$ cat config.mk
export PLATFORM = sky130hd
export DESIGN_NAME = hvc_readout
export DESIGN_NICKNAME = d
export VERILOG_FILES = /design/src/rtl/hvc_pkg.sv /design/src/rtl/hvc_line_calc.sv /design/src/rtl/hvc_compose.sv /design/src/rtl/hvc_decode.sv /design/src/rtl/hvc_readout.sv
export SDC_FILE = /design/constraint.sdc
export NUM_CORES = 1
export LEC_CHECK = 0
export BUFFER_PORTS_ARGS = -buffer_cell sky130_fd_sc_hd__buf_2
export CAP_MARGIN = 20
export CORE_AREA = 2 2 53 55
export CTS_CLUSTER_SIZE = 16
export DETAILED_ROUTE_END_ITERATION = 7
export DIE_AREA = 0 0 55 57
export PLACE_DENSITY = 0.8
export SLEW_MARGIN = 40
export SYNTH_ARGS = -nofsm -noshare
export SYNTH_HDL_FRONTEND = slang
export SYNTH_SLANG_ARGS = --single-unit
$ cat constraint.sdc
create_clock -name clk -period 2.3 [get_ports clk]
set_input_delay 0 -clock clk [delete_from_list [all_inputs] [get_ports clk]]
set_output_delay 0 -clock clk [all_outputs]
set_load 0.05 [all_outputs]
$ cat src/rtl/hvc_pkg.sv
package hvc_pkg;

    localparam int HVC_BYTE_W = 8;
    localparam int HVC_WORD_W = 2 * HVC_BYTE_W;

    typedef enum logic [1:0] {
        SZ_BYTE = 2'd0,
        SZ_WORD = 2'd1,
        SZ_LONG = 2'd2,
        SZ_RSVD = 2'd3
    } hvc_size_e;

    typedef enum logic [2:0] {
        ACC_NONE    = 3'd0,
        ACC_BYTE_HI = 3'd1,
        ACC_BYTE_LO = 3'd2,
        ACC_WORD    = 3'd3,
        ACC_BAD_RD  = 3'd4,
        ACC_BAD_WR  = 3'd5
    } hvc_acc_e;

    typedef struct packed {
        logic                  valid;
        logic                  err;
        logic [HVC_WORD_W-1:0] data;
    } hvc_out_t;

endpackage

$ cat src/rtl/hvc_line_calc.sv
module hvc_line_calc #(
    parameter int LINE_W    = 10,
    parameter int PH_W      = 3,
    parameter int PH_THRESH = 2
) (
    input  logic [LINE_W-1:0]            line_i,
    input  logic [LINE_W-1:0]            first_i,
    input  logic [PH_W-1:0]              phase_i,
    output logic [hvc_pkg::HVC_BYTE_W-1:0] line8_o
);
    localparam int BW = hvc_pkg::HVC_BYTE_W;

    logic              adv;
    logic [LINE_W-1:0] diff;
    logic              unused_hi;

    always_comb begin
        adv  = (phase_i > PH_W'(PH_THRESH));
        diff = line_i - first_i + LINE_W'(adv);
    end

    assign line8_o = diff[BW-1:0];

    generate
        if (LINE_W > BW) begin : g_hi
            assign unused_hi = ^diff[LINE_W-1:BW];
        end else begin : g_nohi
            assign unused_hi = 1'b0;
        end
    endgenerate

endmodule

$ cat src/rtl/hvc_compose.sv
module hvc_compose #(
    parameter int MODE_W   = 8,
    parameter int ILACE_LO = 1,
    parameter int ILACE_HI = 2
) (
    input  logic [hvc_pkg::HVC_BYTE_W-1:0] line8_i,
    input  logic [hvc_pkg::HVC_BYTE_W-1:0] hpos_i,
    input  logic [MODE_W-1:0]              mode_i,
    output logic [hvc_pkg::HVC_WORD_W-1:0] word_o
);
    localparam int BW = hvc_pkg::HVC_BYTE_W;

    logic [MODE_W-1:0] ilace_mask;
    logic              ilace;
    logic [BW-1:0]     vbyte;

    generate
        for (genvar b = 0; b < MODE_W; b++) begin : g_mask
            assign ilace_mask[b] = (b >= ILACE_LO) && (b <= ILACE_HI);
        end
    endgenerate

    always_comb begin
        ilace = |(mode_i & ilace_mask);
        vbyte = line8_i;
        if (ilace) begin
            vbyte[0] = 1'b0;
        end
        word_o = {vbyte, hpos_i};
    end

endmodule

$ cat src/rtl/hvc_decode.sv
module hvc_decode #(
    parameter int OFS_W      = 5,
    parameter int CNT_IDX    = 4,
    parameter int PROHIB_IDX = 8
) (
    input  logic             req_i,
    input  logic             we_i,
    input  logic [1:0]       size_i,
    input  logic [OFS_W-1:0] ofs_i,
    output hvc_pkg::hvc_acc_e kind_o
);
    import hvc_pkg::*;

    localparam int IDX_W = OFS_W - 1;

    logic [IDX_W-1:0] idx;
    hvc_size_e        sz;

    always_comb begin
        idx    = ofs_i[OFS_W-1:1];
        sz     = hvc_size_e'(size_i);
        kind_o = ACC_NONE;
        if (req_i) begin
            if (idx == IDX_W'(CNT_IDX)) begin
                if (we_i) begin
                    if (sz != SZ_RSVD) begin
                        kind_o = ACC_BAD_WR;
                    end
                end else begin
                    case (sz)
                        SZ_BYTE: kind_o = ofs_i[0] ? ACC_BYTE_LO : ACC_BYTE_HI;
                        SZ_WORD: kind_o = ACC_WORD;
                        SZ_LONG: kind_o = ACC_BAD_RD;
                        default: kind_o = ACC_NONE;
                    endcase
                end
            end else if (idx == IDX_W'(PROHIB_IDX) && !we_i && sz == SZ_WORD) begin
                kind_o = ACC_BAD_RD;
            end
        end
    end

endmodule

$ cat src/rtl/hvc_readout.sv
module hvc_readout #(
    parameter int LINE_W     = 10,
    parameter int PH_W       = 3,
    parameter int PH_THRESH  = 2,
    parameter int MODE_W     = 8,
    parameter int ILACE_LO   = 1,
    parameter int ILACE_HI   = 2,
    parameter int OFS_W      = 5,
    parameter int CNT_IDX    = 4,
    parameter int PROHIB_IDX = 8
) (
    input  logic              clk,
    input  logic              rst_n,
    input  logic              req_i,
    input  logic              we_i,
    input  logic [1:0]        size_i,
    input  logic [OFS_W-1:0]  ofs_i,
    input  logic [LINE_W-1:0] line_i,
    input  logic [LINE_W-1:0] first_i,
    input  logic [PH_W-1:0]   phase_i,
    input  logic [7:0]        hpos_i,
    input  logic [MODE_W-1:0] vmode_i,
    output logic              rd_valid_o,
    output logic              rd_err_o,
    output logic [15:0]       rd_data_o
);
    import hvc_pkg::*;

    localparam int BW = HVC_BYTE_W;

    logic [BW-1:0]         line8;
    logic [HVC_WORD_W-1:0] word;
    hvc_acc_e              kind;
    hvc_out_t              out_d, out_q;

    hvc_line_calc #(
        .LINE_W   (LINE_W),
        .PH_W     (PH_W),
        .PH_THRESH(PH_THRESH)
    ) u_line (
        .line_i (line_i),
        .first_i(first_i),
        .phase_i(phase_i),
        .line8_o(line8)
    );

    hvc_compose #(
        .MODE_W  (MODE_W),
        .ILACE_LO(ILACE_LO),
        .ILACE_HI(ILACE_HI)
    ) u_comp (
        .line8_i(line8),
        .hpos_i (hpos_i),
        .mode_i (vmode_i),
        .word_o (word)
    );

    hvc_decode #(
        .OFS_W     (OFS_W),
        .CNT_IDX   (CNT_IDX),
        .PROHIB_IDX(PROHIB_IDX)
    ) u_dec (
        .req_i (req_i),
        .we_i  (we_i),
        .size_i(size_i),
        .ofs_i (ofs_i),
        .kind_o(kind)
    );

    always_comb begin
        out_d = '0;
        case (kind)
            ACC_BYTE_HI: begin
                out_d.valid = 1'b1;
                out_d.data  = {{BW{1'b0}}, word[HVC_WORD_W-1:BW]};
            end
            ACC_BYTE_LO: begin
                out_d.valid = 1'b1;
                out_d.data  = {{BW{1'b0}}, word[BW-1:0]};
            end
            ACC_WORD: begin
                out_d.valid = 1'b1;
                out_d.data  = word;
            end
            ACC_BAD_RD: begin
                out_d.valid = 1'b1;
                out_d.err   = 1'b1;
            end
            ACC_BAD_WR: begin
                out_d.err = 1'b1;
            end
            default: out_d = '0;
        endcase
    end

    always_ff @(posedge clk) begin
        if (!rst_n) begin
            out_q <= '0;
        end else begin
            out_q <= out_d;
        end
    end

    assign rd_valid_o = out_q.valid;
    assign rd_err_o   = out_q.err;
    assign rd_data_o  = out_q.data;

endmodule

==> key figures <==
Logic synthesis
  – Largest area contributor in the netlist: dfxtp_1
  – Area share of the leading cell type in the synthesized netlist: 35.2%
  – Post-synthesis instance area: 1020 sq um
  – Number of library cell types mapped by synthesis: 27
  – Mean cell area of the mapped netlist: 8.75 sq um
  – Synth area leaders: dfxtp_1 (35%), ha_1 (17%), a21oi_1 (7.3%)
  – Number of standard cells after synthesis: 117
  – Count of warnings emitted by yosys: 0
  – Number of nets in the synthesized netlist: 182
  – Post-synthesis register bit count: 18
  – Sequential area share after synthesis: 35.2%

Pwr
  – Clk pwr share: 23.1%
  – Net load switching power: 0.196 mW
  – PwrDens: 460 nW/um^2
  – Max rail drop VDD: 0.000258 V
  – Sequential group share of total power: 46.3%
  – Proportion of total power due to net switching: 29.1%
  – Power share of the combinational group: 30.6%
  – Leakage power summed over all cells: 0.776 nW
  – Internal power component: 0.478 mW

Global route
  – Congestion Overflow GR: 0
  – Met3 Usage GRT: 3.66%
  – Gr usage total: 17.0%
  – GRT busiest layer: met2
  – Antenna violations before repair: 0
  – Met2 usage: 29.1%
  – Maximum number of pins on one net before global-route repair: 10
  – Routing usage on met1: 18.9%
  – First-pass GRT wire length: 3880 microns
  – Via count of the first global-routing pass: 993

STA
  – Final-report setup violation count: 0
  – RSZ-0062 raised after global routing: false
  – Worst max-slew margin expressed relative to the limit: 59.6%
  – Worst slew pin tran: 0.604 ns
  – Post-Route Setup TNS: 0 ns
  – Final number of max-transition violations: 0
  – Share of the clock period used by the worst path after layout: 81.5%
  – Fin crit period: 1.87 ns
  – Number of hold violations in the final report: 0
  – Highest Clock Rate: 533 MHz
  – Minimum hold slack: 0.00356 ns
  – Setup slack after layout: 0.425 ns

CTS
  – Clock net sink count: 18
  – Post-CTS Resized: 0
  – CTS max path bufs: 2
  – Postcts setup bufs: 0
  – TritonCTS clock tree: done
  – Root buf cell: clkbuf_4
  – Post-cts hold buffer count: 10
  – Number of buffers created by CTS: 3
  – Clk pin slew, worst setup/hold paths: 0.10 ns
  – Maximum level of the CTS H-tree: 1

Flow run
  – MaxCap Viol Count: 0

Detailed routing
  – Detailed-route wire length: 2400 microns
  – Remaining design rule violation count: 0
  – Router iterations before antenna repair: 4
  – Routed wire length per instance: 11.0 microns
  – DR iter-0 viols: 15
  – Number of vias per cell: 4.84
  – Via count: 1050
  – Count of antenna-violating nets left after detailed routing: 0

Setup path
  – Worst endpoint required time: 2.55 ns
  – Worst-path cell with the longest stage delay: dlygate4sd3_1
  – Capturing element of the worst setup path: rd_data_o[0]
  – Crit path from: ofs_i[2]
  – Cell chain of the critical path: dlygate4sd3_1 -> buf_2 -> or4_4 -> nor2_4 -> nand2_2 -> a21oi_1 -> dlygate4sd3_1
  – Critical Path Max Stage Delay: 0.55 ns
  – Worst Path Class, Setup: primary input to flip-flop
  – Highest fanout seen on the critical path: 8
  – Kind of end point of the critical path: flip-flop
  – Crit start category: primary input
  – CP dominant cell by count: dlygate4sd3_1
  – Worst Path Arrival: 2.12 ns

Status
  – Result of the run: finished, final reports clean

Die
  – Core Region: 2620 sq um
  – Width of the die: 55 microns
  – Top-level port count: 68
  – Vertical die dimension: 57 microns
  – Initial core utilization: 39.1%
  – Full die area: 3140 sq um
  – Number of standard-cell rows in the floorplan: 19

Placed design
  – Routability congestion estimate from global placement: 0.706
  – Count of input and output buffers: 57
  – DP Worst Slack: 0.261 ns
  – Half-perimeter wire length after detailed placement: 1790 microns

Finish
  – Fraction of layout instances using a drive strength above 1: 34.9%
  – Number of fillers in the final layout: 272
  – Diodes inserted: 0
  – Layout-stage area growth over the synthesis result: 43.3%
  – Final core utilization: 56.1%
  – Final nets: 253

Hold path
  – Min-delay worst type: primary input to flip-flop
[layer usage]
| metal | share of wire, % | up-vias |
|---|---|---|
| li1 | - | 532 |
| met1 | 38 | 464 |
| met3 | 8.5 | 5 |
| met4 | 2.3 | 0 |
| met2 | 52 | 49 |
| met5 | 0 | - |
[worst max-delay path, delay by kind of cell]
family / cells / cell delay [ns]
AND/OR/NAND/NOR: 3 / 0.77
buffers and inverters: 3 / 1.21
AO/OA/AOI/OAI: 1 / 0.14
[cell type report]
class,count,area [sq um],share of cell area [%]
clock buffers,3,22.5,1.54
well taps,31,38.8,2.65
inverters,8,30.0,2.05
multi-input cells,90,629,42.9
repair buffers,67,385,26.3
flip-flops and latches,18,360,24.6
[cell families after synthesis]
group,after synthesis,share of synthesized area (%)
buf+inv,9,3.30
compound gates,26,14.7
fa+ha+maj,15,19.1
flops,18,35.2
simple gates,41,20.9
xor+xnor,8,6.85
[stage by stage]
| step | area [sq um] | std cells | total power, mW |
|---|---|---|---|
| after floorplan | 1020 | 117 | 0.452 |
| after detailed placement | 1340 | 204 | 0.515 |
| final | 1470 | 217 | 0.674 |
| after global routing | 1470 | 217 | 0.720 |
| after CTS | 1470 | 217 | 0.674 |
| after global placement | 1340 | 204 | 0.509 |
[power groups by stage]
stage	combinational, mW	sequential, mW	clock (mW)
2_1_floorplan	0.130	0.322	0
3_3_place_gp	0.190	0.320	0
3_5_place_dp	0.195	0.320	0
4_1_cts	0.207	0.312	0.155
5_1_grt	0.239	0.312	0.169
6_report	0.206	0.312	0.155
[registers in the layout (all words and copies together) (netlist names)]
name and count:
rd_data_o 16, rd_err_o 1, rd_valid_o 1
[how the worst min path moves through the flow]
stage | startpoint | end | slack [ns] | cells past startpoint
final | ofs_i[1] | rd_valid_o | 0.004 | 3
after global routing | ofs_i[1] | rd_valid_o | 0.002 | 3
after CTS | ofs_i[1] | rd_valid_o | 0.006 | 3
after detailed placement | ofs_i[2] | rd_err_o | 0.18 | 2
after global placement | ofs_i[2] | rd_err_o | 0.19 | 2
after floorplan | ofs_i[2] | rd_err_o | 0.08 | 1
[Yosys cell counts, drive strengths merged]
library cell and n:
and3 2, ha 14, xnor2 8, nand3 1
a21o 2, o21a 1, nor2b 2, nor4 1
dfxtp 18, o21ai 3, a211oi 3, a21oi 15
fa 1, nand2b 1, or4 1, nand2 14
o21bai 2, or2 1, clkbuf 1, inv 8
nor2 11, and2 6, nand3b 1
[cell usage in the layout (no fill, tap or decap)]
cell type / instances
or4_4: 1
xnor2_1: 8
nand2_2: 1
nand2_1: 13
o21ai_0: 1
o21ai_1: 2
dfxtp_1: 18
nor2_1: 10
nor2_4: 1
fa_1: 1
inv_1: 8
nand2b_1: 1
ha_1: 14
a21oi_1: 15
and2_1: 6
and3_4: 1
clkbuf_4: 3
or2_2: 1
nand3b_1: 1
o21a_1: 1
a21o_1: 2
buf_2: 57
dlygate4sd3_1: 10
nor4_1: 1
and3_1: 1
nor2b_1: 2
o21bai_1: 2
nand3_1: 1
a211oi_1: 3
Note: power is estimated with default switching activity, not from simulation.
